<file path="src/rtl/muldiv_pkg.sv">
package muldiv_pkg;

    localparam logic [5:0] FN_RD_HI = 6'h10;
    localparam logic [5:0] FN_WR_HI = 6'h11;
    localparam logic [5:0] FN_RD_LO = 6'h12;
    localparam logic [5:0] FN_WR_LO = 6'h13;
    localparam logic [5:0] FN_MUL_S = 6'h18;
    localparam logic [5:0] FN_MUL_U = 6'h19;
    localparam logic [5:0] FN_DIV_S = 6'h1A;
    localparam logic [5:0] FN_DIV_U = 6'h1B;

    typedef enum logic [2:0] {
        K_NONE,
        K_MUL,
        K_DIV,
        K_RDHI,
        K_WRHI,
        K_RDLO,
        K_WRLO
    } kind_e;

    typedef enum logic [1:0] {
        S_IDLE,
        S_RUN,
        S_FIN
    } core_st_e;

endpackage

</file>
<file path="src/rtl/muldiv_decode.sv">
module muldiv_decode
    import muldiv_pkg::*;
(
    input  logic [5:0] func,
    output kind_e      kind,
    output logic       sgn
);

    // function code classification
    always_comb begin
        kind = K_NONE;
        sgn  = 1'b0;
        unique case (func)
            FN_MUL_S: begin kind = K_MUL; sgn = 1'b1; end
            FN_MUL_U: kind = K_MUL;
            FN_DIV_S: begin kind = K_DIV; sgn = 1'b1; end
            FN_DIV_U: kind = K_DIV;
            FN_RD_HI: kind = K_RDHI;
            FN_WR_HI: kind = K_WRHI;
            FN_RD_LO: kind = K_RDLO;
            FN_WR_LO: kind = K_WRLO;
            default:  kind = K_NONE;
        endcase
    end

endmodule

</file>
<file path="src/rtl/muldiv_core.sv">
module muldiv_core
    import muldiv_pkg::*;
#(
    parameter int W = 32
) (
    input  logic         clk,
    input  logic         rst_n,
    input  logic         go,
    input  logic         is_div,
    input  logic         sgn,
    input  logic [W-1:0] a,
    input  logic [W-1:0] b,
    output logic         busy,
    output logic         done,
    output logic [W-1:0] res_hi,
    output logic [W-1:0] res_lo
);

    localparam int CW = $clog2(W);
    localparam logic [CW-1:0] LAST = CW'(W - 1);

    core_st_e       st, st_nx;
    logic [CW-1:0]  cnt;
    logic [W-1:0]   acc_hi, acc_lo, dsr;
    logic           op_div, neg_main, neg_rem, by_zero;

    logic [W-1:0]   a_mag, b_mag;
    logic [W:0]     m_sum, d_try;
    logic           d_ge;
    logic [W-1:0]   d_diff;
    logic [W-1:0]   step_hi, step_lo;
    logic [2*W-1:0] prod, prod_fix;

    assign a_mag = (sgn && a[W-1]) ? (~a + 1'b1) : a;
    assign b_mag = (sgn && b[W-1]) ? (~b + 1'b1) : b;

    // one iteration: shift-add for multiply, restoring step for divide
    always_comb begin
        m_sum  = {1'b0, acc_hi} + (acc_lo[0] ? {1'b0, dsr} : {(W+1){1'b0}});
        d_try  = {acc_hi, acc_lo[W-1]};
        d_ge   = d_try >= {1'b0, dsr};
        d_diff = d_try[W-1:0] - dsr;
        if (op_div) begin
            step_hi = d_ge ? d_diff : d_try[W-1:0];
            step_lo = {acc_lo[W-2:0], d_ge};
        end else begin
            step_hi = m_sum[W:1];
            step_lo = {m_sum[0], acc_lo[W-1:1]};
        end
    end

    // next-state logic
    always_comb begin
        st_nx = st;
        unique case (st)
            S_IDLE:  if (go) st_nx = S_RUN;
            S_RUN:   if (cnt == LAST) st_nx = S_FIN;
            S_FIN:   st_nx = S_IDLE;
            default: st_nx = S_IDLE;
        endcase
    end

    // state register
    always_ff @(posedge clk or negedge rst_n) begin
        if (!rst_n) st <= S_IDLE;
        else        st <= st_nx;
    end

    // datapath registers
    always_ff @(posedge clk or negedge rst_n) begin
        if (!rst_n) begin
            cnt      <= '0;
            acc_hi   <= '0;
            acc_lo   <= '0;
            dsr      <= '0;
            op_div   <= 1'b0;
            neg_main <= 1'b0;
            neg_rem  <= 1'b0;
            by_zero  <= 1'b0;
        end else if (st == S_IDLE && go) begin
            cnt      <= '0;
            acc_hi   <= '0;
            acc_lo   <= a_mag;
            dsr      <= b_mag;
            op_div   <= is_div;
            neg_main <= sgn && (a[W-1] ^ b[W-1]);
            neg_rem  <= sgn && a[W-1];
            by_zero  <= is_div && (b == '0);
        end else if (st == S_RUN) begin
            cnt    <= cnt + 1'b1;
            acc_hi <= step_hi;
            acc_lo <= step_lo;
        end
    end

    // outputs
    always_comb begin
        prod     = {acc_hi, acc_lo};
        prod_fix = neg_main ? (~prod + 1'b1) : prod;
        busy     = 1'b0;
        done     = 1'b0;
        unique case (st)
            S_IDLE:  busy = 1'b0;
            S_RUN:   busy = 1'b1;
            S_FIN:   begin busy = 1'b1; done = 1'b1; end
            default: busy = 1'b0;
        endcase
        if (by_zero) begin
            res_hi = '0;
            res_lo = '0;
        end else if (op_div) begin
            res_hi = neg_rem  ? (~acc_hi + 1'b1) : acc_hi;
            res_lo = neg_main ? (~acc_lo + 1'b1) : acc_lo;
        end else begin
            res_hi = prod_fix[2*W-1:W];
            res_lo = prod_fix[W-1:0];
        end
    end

    a_r6_busy_after_go: assert property (@(posedge clk) disable iff (!rst_n)
        go |=> busy);
    a_r6_done_ends_busy: assert property (@(posedge clk) disable iff (!rst_n)
        done |=> !busy);
    a_r6_done_single: assert property (@(posedge clk) disable iff (!rst_n)
        done |=> !done);
    a_r7_go_only_idle: assert property (@(posedge clk) disable iff (!rst_n)
        go |-> !busy);

endmodule

</file>
<file path="src/rtl/muldiv_hilo_regs.sv">
module muldiv_hilo_regs #(
    parameter int W = 32
) (
    input  logic         clk,
    input  logic         rst_n,
    input  logic         ld_arith,
    input  logic [W-1:0] arith_hi,
    input  logic [W-1:0] arith_lo,
    input  logic         wr_hi,
    input  logic         wr_lo,
    input  logic [W-1:0] wr_data,
    input  logic         rd_req,
    input  logic         rd_hi,
    output logic         rd_valid,
    output logic [W-1:0] rd_data
);

    logic [W-1:0] hi_q, lo_q;

    always_ff @(posedge clk or negedge rst_n) begin
        if (!rst_n) begin
            hi_q <= '0;
            lo_q <= '0;
        end else if (ld_arith) begin
            hi_q <= arith_hi;
            lo_q <= arith_lo;
        end else begin
            if (wr_hi) hi_q <= wr_data;
            if (wr_lo) lo_q <= wr_data;
        end
    end

    always_ff @(posedge clk or negedge rst_n) begin
        if (!rst_n) begin
            rd_valid <= 1'b0;
            rd_data  <= '0;
        end else begin
            rd_valid <= rd_req;
            if (rd_req) rd_data <= rd_hi ? hi_q : lo_q;
        end
    end

    a_r8_hold_unwritten: assert property (@(posedge clk) disable iff (!rst_n)
        !(ld_arith || wr_hi || wr_lo) |=> ($stable(hi_q) && $stable(lo_q)));
    a_r8_read_one_cycle: assert property (@(posedge clk) disable iff (!rst_n)
        rd_valid |-> $past(rd_req));

endmodule

</file>
<file path="src/rtl/muldiv_hilo.sv">
module muldiv_hilo
    import muldiv_pkg::*;
#(
    parameter int W  = 32,
    parameter int FW = 6
) (
    input  logic          clk,
    input  logic          rst_n,
    input  logic          start,
    input  logic [FW-1:0] func,
    input  logic [W-1:0]  op_a,
    input  logic [W-1:0]  op_b,
    output logic          busy,
    output logic          done,
    output logic          invalid,
    output logic          rd_valid,
    output logic [W-1:0]  rd_data
);

    kind_e        kind;
    logic         sgn, core_busy, accept, go, is_rd, rd_req, rd_hi;
    logic         pend_q, pend_hi_q, invalid_q;
    logic [W-1:0] res_hi, res_lo;

    muldiv_decode u_dec (
        .func (func),
        .kind (kind),
        .sgn  (sgn)
    );

    assign busy   = core_busy || pend_q;
    assign accept = start && !busy;
    assign go     = accept && (kind == K_MUL || kind == K_DIV);
    assign is_rd  = (kind == K_RDHI) || (kind == K_RDLO);
    assign rd_req = (accept && is_rd) || (pend_q && !core_busy);
    assign rd_hi  = pend_q ? pend_hi_q : (kind == K_RDHI);

    muldiv_core #(.W(W)) u_core (
        .clk    (clk),
        .rst_n  (rst_n),
        .go     (go),
        .is_div (kind == K_DIV),
        .sgn    (sgn),
        .a      (op_a),
        .b      (op_b),
        .busy   (core_busy),
        .done   (done),
        .res_hi (res_hi),
        .res_lo (res_lo)
    );

    muldiv_hilo_regs #(.W(W)) u_regs (
        .clk      (clk),
        .rst_n    (rst_n),
        .ld_arith (done),
        .arith_hi (res_hi),
        .arith_lo (res_lo),
        .wr_hi    (accept && kind == K_WRHI),
        .wr_lo    (accept && kind == K_WRLO),
        .wr_data  (op_a),
        .rd_req   (rd_req),
        .rd_hi    (rd_hi),
        .rd_valid (rd_valid),
        .rd_data  (rd_data)
    );

    // one held read while the core runs
    always_ff @(posedge clk or negedge rst_n) begin
        if (!rst_n) begin
            pend_q    <= 1'b0;
            pend_hi_q <= 1'b0;
        end else if (pend_q && !core_busy) begin
            pend_q <= 1'b0;
        end else if (start && core_busy && !pend_q && is_rd) begin
            pend_q    <= 1'b1;
            pend_hi_q <= (kind == K_RDHI);
        end
    end

    // invalid code pulse
    always_ff @(posedge clk or negedge rst_n) begin
        if (!rst_n) invalid_q <= 1'b0;
        else        invalid_q <= accept && (kind == K_NONE);
    end
    assign invalid = invalid_q;

    a_r10_invalid_from_idle: assert property (@(posedge clk) disable iff (!rst_n)
        invalid |-> $past(start && !busy));
    a_r9_no_partial_read: assert property (@(posedge clk) disable iff (!rst_n)
        rd_valid |-> $past(!core_busy));

endmodule

</file>
<file path="config.mk">
export PLATFORM = sky130hd
export DESIGN_NAME = muldiv_hilo
export DESIGN_NICKNAME = d
export VERILOG_FILES = /design/src/rtl/muldiv_pkg.sv /design/src/rtl/muldiv_decode.sv /design/src/rtl/muldiv_core.sv /design/src/rtl/muldiv_hilo_regs.sv /design/src/rtl/muldiv_hilo.sv
export SDC_FILE = /design/constraint.sdc
export NUM_CORES = 1
export LEC_CHECK = 0
export ABC_AREA = 1
export BUFFER_PORTS_ARGS = -buffer_cell sky130_fd_sc_hd__buf_4
export CORE_ASPECT_RATIO = 0.5
export CORE_MARGIN = 2
export CORE_UTILIZATION = 50
export CTS_BUF_LIST = sky130_fd_sc_hd__clkbuf_8
export DETAILED_ROUTE_END_ITERATION = 8
export GPL_ROUTABILITY_DRIVEN = 1
export PLACE_DENSITY = 0.67
export SKIP_CTS_REPAIR_TIMING = 1
export SLEW_MARGIN = 0
export SYNTH_ARGS = -nofsm -noshare
export SYNTH_HDL_FRONTEND = slang
export SYNTH_HIERARCHICAL = 1
export SYNTH_SLANG_ARGS = --single-unit
</file>
<file path="constraint.sdc">
create_clock -name clk -period 3.28 [get_ports clk]
set_clock_uncertainty 0.2 [all_clocks]
set_input_delay 0.656 -clock clk [delete_from_list [all_inputs] [get_ports clk]]
set_output_delay 0.656 -clock clk [all_outputs]
set_load 0.01 [all_outputs]
</file>
==> impl_results.md, run 1 <==
- Status: finished, final reports clean
- Tightest Pin Transition: between 1000 and 1500 ps
- PwrDens: 983 nW/um2
- Async SR Flop Fraction: 100%
- Synth top area cells: dfrtp_1 26%, nand2_1 20%, nand3_1 9.2%
- Die height: 145 um
- Most common flop cell mapped by yosys: dfrtp_1
- Full die area: 41300 um2
- Endpoints failing setup: 0
- First-pass GRT wire length: 117 mm
- Net switching fraction of the power: 56.4%
- Remaining DRCs: 0
- CTS tree: built
- RR Endpoint: u_core/acc_hi[0]
- Clock share of power: a little under an eighth
- WP data arrival: 3340 ps
- Filler cells: 4051
- Bufs on Longest Clock Path: 3
- P&R area growth vs syn: 13.2%
- DR vias: 22633
- Htree depth: 2
- Pins Over Slew Limit: 0
- Reg2reg start: u_core/dsr[3]
- Peak supply drop: around 480 uV
- Mapped Nets: 3497
- Synth Register Bits: between 200 and 250
- Setup TNS: 0 ps
- Clk slew on worst S/H paths: 70 ps
- Drt first-iter violations: approximately 2700
- Buf/Inv on CP: 3
- GPL Wtd Cong: 1.01
- Core area: 39000 um2
- Pin count of the biggest net entering global routing: 65
- DIE WIDTH: between 200 and 300 um
- CP startpoint kind: flip-flop
- Synthesized area per cell: just under 6 um2
- CP max stage delay: 450 ps
- Sequential share of power: 19.9%
- Power share of the combinational group: 68.6%
- Seq/Total Area, Yosys: 26.1%
- CTS root buf: clkbuf_8
- Final worst path period share: approximately 93%
- CP dominant cell by count: nand3_1
- Num ports: approximately 110
- Slew HR: between 30% and 40%
- Crit path launch: u_core/dsr[3]
- Crit-path max FO: 9
- Post-synth top area cell: dfrtp_1
- Clk_lat worst skew: 600 ps
- DP Wirelength: 59.7 mm
- WL per Instance: 19.0 um
- CP endpoint kind: flip-flop
- Pint: 0.00963 W
- Max Clk Rate: 0.327 GHz
- Antenna violations before repair: 2
- Flip-flop and latch area: about 5200 um2
- Yosys warns: 6
- Vias in the first global route: 20437
- Unrepaired setup endpoints after global routing: false
- I/O Buffers: 108
- Synth unique cells: 53
- Slowest library cell on the worst path: dfrtp_1
- R2r setup slk: 220 ps
- CP cell instances: inv_1, ha_1, nand2_1, inv_1, nand3_1, nor2_1, nand3_1, nand3_2, nor2_4, nand2_8, nand2_4, inv_2, nand2_1, nand3_1, o21ai_1
- NetSw: roughly 0.012 W
- Clock sinks: 207
- Share of the synthesized area in the top cell type: 26.1%
- Worst Hold Depth: 3
- Vias/cell: 5.62
- Critical path class: reg2reg
- Layout cells sized above 1: 9.38%
- Multi-input logic area: roughly 12000 um2
- Router iterations before antenna repair: 7
- Final hold vios: 0
- Total CTS buffers: 35
- Initial Util: between 50% and 60%
- Rows: 51
- ANT nets after route: 0
- Critical Path Sink: u_core/acc_hi[0]
- EDFF count, synth: 0
- Layout Nets: 3624
- Post-layout min period: 3060 ps
- All-Layer GR Usage: 36.8%
- Remaining Overflow, GRT: 0
- Cell count along the critical path: 15
- Gate Count Post-Synth: 3348
- Detailed Route WL: 76.4 mm
- Syn Std Cell Area: just under 20000 um2
- FF-to-FF path depth: 15
- Pleak: 11.7 nW
- WP data required: 3560 ps
- Crit-path leading delay family: simple AND/OR/NAND/NOR gates
- Max-capacitance violation count: 0
- Utilization after layout: 57.6%
- Hold Crit Class: in2reg
[cells by family after synthesis]
kind of cell / Yosys count / synth area share (%)
AOI/OAI and AO/OA: 475 / 13.0
xor gates and xnor gates: 69 / 3.05
adders and majority gates: 76 / 4.87
buffers and inverters: 580 / 11.3
DFF: 207 / 26.1
and+or+nand+nor: 1941 / 41.6
[synthesized netlist by cell type, drive strengths merged (52+ instances only)]
library cell,n
a21oi,171
dfrtp,207
xor2,54
inv,459
ha,74
nand4,52
o21ai,226
nor3,53
nand2,1091
nor2,346
nand3,372
clkbuf,72
[area by class of cell]
class	count	area share (%)
repair buffers	208	7.56
diodes	1	0.0112
clock inverters	15	0.480
multi-input cells	2561	55.4
flip-flops and latches	207	23.1
inverters	462	7.73
well taps	530	2.96
clock buffers	45	2.76
[power groups by stage]
stage	registers, W	clock network, W	logic [W]
final	0.00438	0.00255	0.0151
after global routing	0.00446	0.00270	0.0166
after CTS	0.00432	0.00259	0.0147
after detailed placement	0.00436	0	0.0146
after global placement	0.00434	0	0.0145
after floorplan	0.00414	0	0.00968
[worst min-delay path, delay by kind of cell]
kind | cells | cell delay [ps]
and+or+nand+nor | 2 | 140
buffers and inverters | 1 | 100
[how the worst min path moves through the flow]
stage | startpoint | end | slack [ps]
after floorplan | rst_n | invalid | 160
after global placement | pend_hi_q | pend_hi_q | 260
after detailed placement | u_regs/rd_data[9] | u_regs/rd_data[9] | 270
after CTS | rst_n | u_core/acc_hi[6] | -230
after global routing | op_a[0] | u_regs/lo_q[0] | 150
final | op_a[29] | u_regs/hi_q[29] | 150
[per-layer routing]
metal / up-vias / global-route usage (%) / share of wire [%]
met4: 0 / 10.4 / 2.8
li1: 11008 / - / -
met1: 10380 / 52.9 / 45
met5: - / 0 / 0
met2: 1094 / 54.9 / 41
met3: 151 / 8.89 / 12
[per-stage QoR]
stage	hold WS (ps)	power [W]	cells	area, um2	worst slack [ps]
2_1_floorplan	160	0.0138	3348	19800	427
3_3_place_gp	258	0.0189	3967	21700	231
3_5_place_dp	266	0.0190	3967	21700	213
4_1_cts	-232	0.0216	4027	22400	344
5_1_grt	152	0.0238	4028	22400	56.0
6_report	148	0.0221	4029	22400	220
[state kept, by name (all words and copies together) (netlist names)]
register and count:
u_core/acc_hi 32, u_core/acc_lo 32, u_core/dsr 32, u_regs/hi_q 32
u_regs/lo_q 32, u_regs/rd_data 32, u_core/cnt 5, u_core/st 2
invalid 1, pend_hi_q 1, pend_q 1, u_core/by_zero 1
u_core/neg_main 1, u_core/neg_rem 1, u_core/op_div 1, u_regs/rd_valid 1
[cell usage in the layout, fill, tap and decap left out, types with 3 or more instances in the layout]
master | synthesis | routed
nand3b_1 | 17 | 17
nand3_2 | 7 | 7
a31oi_1 | 20 | 20
clkinv_1 | 3 | 3
nor3_1 | 48 | 46
a21oi_1 | 170 | 170
xor2_1 | 54 | 54
nand2_2 | 11 | 12
ha_1 | 74 | 73
nor3_2 | 5 | 7
o211ai_1 | 10 | 10
o21ai_0 | 206 | 206
a22oi_1 | 11 | 11
o22ai_1 | 4 | 4
nor2_2 | 5 | 8
nand4_1 | 52 | 52
inv_2 | 11 | 11
nor4_1 | 5 | 4
clkbuf_8 | 0 | 45
buf_12 | 0 | 10
dfrtp_1 | 207 | 206
clkinv_2 | 0 | 3
nand3_1 | 365 | 365
nand2_1 | 1077 | 1076
o21ai_1 | 16 | 16
nor2_4 | 5 | 6
inv_1 | 448 | 456
o21ai_2 | 4 | 4
xnor2_1 | 15 | 15
o21bai_1 | 12 | 12
buf_4 | 0 | 196
o31ai_1 | 3 | 3
nor2_1 | 334 | 330
o21a_1 | 6 | 6
(Power assumes the default switching activity.)
==> run 2: changes to the inputs <==
REMOVE_ABC_BUFFERS = 1   (was unset)
==> impl_results.md, run 2 (synthesis results as in run 1) <==
- Endpoints failing setup: 0 (unchanged)
- All-Layer GR Usage: 36.5% (-0.37 points)
- First-pass GRT wire length: 117 mm (about the same)
- Router iterations before antenna repair: 6 (-1)
- CP endpoint kind: flip-flop
- Dpl ws: 151 ps (-61.7 ps)
- CP startpoint kind: flip-flop
- Non-filler cells, final: 4029 (unchanged)
- Detailed Route WL: 76.0 mm (-0.55%)
- Crit-path max FO: 15 (+6)
- Status: finished, final reports clean
- Full die area: 41300 um2 (unchanged)
- Tightest Pin Transition: 1090 ps (+66.5 ps)
- Core area: 39000 um2 (unchanged)
- Reg2reg start: u_core/acc_lo[0]
- Total CTS buffers: 37 (+5.7%)
- DP Area: 21600 um2 (-0.38%)
- Vias/cell: 5.63 (+0.22%)
- Htree depth: 2 (unchanged)
- Num ports: 109 (unchanged)
- Hold Crit Class: in2reg
- CTS tree: built
- CTS root buf: clkbuf_8
- Max-capacitance violation count: 0 (unchanged)
- Worst setup margin: 187 ps (-32.7 ps)
- Utilization after layout: 57.4% (-0.20 points)
- Bufs on Longest Clock Path: 3 (unchanged)
- Most frequent cells in the layout: 1076 x nand2_1, 461 x inv_1, 365 x nand3_1
- Remaining DRCs: 0 (unchanged)
- Max Clk Rate: 0.323 GHz (-1.1%)
- Hold Path Origin: op_a[29]
- Final hold vios: 0 (unchanged)
- PwrDens: 974 nW/um2 (-0.90%)
- Remaining Overflow, GRT: 0 (unchanged)
- Unrepaired setup endpoints after global routing: false
- Inst Count DP: 3963 (-0.10%)
- Crit path launch: u_core/acc_lo[0]
- Peak supply drop: 370 uV (-23%)
- Pin count of the biggest net entering global routing: 77 (+18%)
- Clock sinks: 207 (unchanged)
- Antenna violations before repair: 2 (unchanged)
- Drt first-iter violations: 2545 (-6.0%)
- Pleak: 11.6 nW (-0.12%)
- WP data arrival: 3360 ps (+20 ps)
- Post-layout min period: 3090 ps (+32.7 ps)
- ANT nets after route: 0 (unchanged)
- Clk_lat worst skew: 590 ps (about the same)
- Vias in the first global route: 20636 (+0.97%)
- GPL Wtd Cong: 1.05 (+4.7%)
- Die height: 145 um (unchanged)
- Final worst path period share: 94.3% (+1.0 points)
- P&R area growth vs syn: 12.8%
- DR vias: 22682 (+0.22%)
- Commonest non-fill, non-tap cell in the layout: nand2_1
- DIE WIDTH: 286 um (unchanged)
- Pins Over Slew Limit: 0 (unchanged)
- Clk slew on worst S/H paths: 60 ps (about the same)
- DP Wirelength: 59.3 mm (-0.68%)
- WHS: 160 ps (+12.2 ps)
- Finished Cell Area: 22400 um2 (-0.35%)
- Initial Util: 50.8% (unchanged)
- Filler cells: 4102 (+1.3%)
- Slew HR: 27.1% (-4.4 points)
- Layout Nets: 3622 (-0.055%)
- Rows: 51 (unchanged)
- Critical path class: reg2reg
- Layout cells sized above 1: 9.21% (-0.17 points)
- I/O Buffers: 108 (unchanged)
- WP data required: 3550 ps (about the same)
- WL per Instance: 18.9 um (-0.55%)
[run 2: routing by layer]
layer	part of all wire [%]	vias to the layer above	track usage, %
met3	10	113	8.29
met4	2.5	0	10.2
met2	42	1050	55.9
li1	-	11009	-
met1	45	10510	51.5
met5	0	-	0
[run 2: path summary, 6_finish.rpt]
kind,slack (ps),depth (start not counted),end
worst min register to register,270,2,pend_hi_q
worst max register to register,190,16,u_core/acc_hi[22]
worst min-delay path,160,3,u_regs/lo_q[29]
worst max-delay path,190,16,u_core/acc_hi[22]
max in group asynchronous,1680,3,u_core/acc_lo[15]
min in group asynchronous,380,2,u_core/dsr[2]
[run 2: metrics by stage]
stage | setup TNS, ps | total power, W
3_3_place_gp | 0 | 0.0187
2_1_floorplan | -211240 | 0.0135
4_1_cts | 0 | 0.0214
6_report | 0 | 0.0218
5_1_grt | 0 | 0.0236
3_5_place_dp | 0 | 0.0188
[run 2: area by class of cell]
class / instances / area [um2] / area share, %
tap: 530 / 663 / 2.97
clock buffer: 44 / 606 / 2.71
multi-input combinational: 2561 / 12400 / 55.6
antenna: 1 / 2.50 / 0.0112
clock inverter: 20 / 125 / 0.560
timing repair buffer: 204 / 1620 / 7.23
inverter: 462 / 1730 / 7.76
sequential: 207 / 5180 / 23.2
[run 2: worst max-delay path, cell delays in order, from the launching register on]
cell and delay, ps:
dfrtp_1 470, buf_4 240, nand2_1 70, inv_1 50
ha_1 360, nand2_1 130, nor2_1 350, and2_1 190
nand2_1 80, nand2_1 220, nand2_1 110, nand3_1 80
nand3_1 150, nand2_1 140, inv_1 50, nand2_1 60
nand2_1 40
[run 2: where the power goes]
part / total, W / switching (W) / internal [W] / leakage (nW)
Sequential: 0.00438 / 0.000926 / 0.00345 / 2.62
Combinational: 0.0149 / 0.0102 / 0.00470 / 8.59
Clock: 0.00253 / 0.00123 / 0.00130 / 0.422
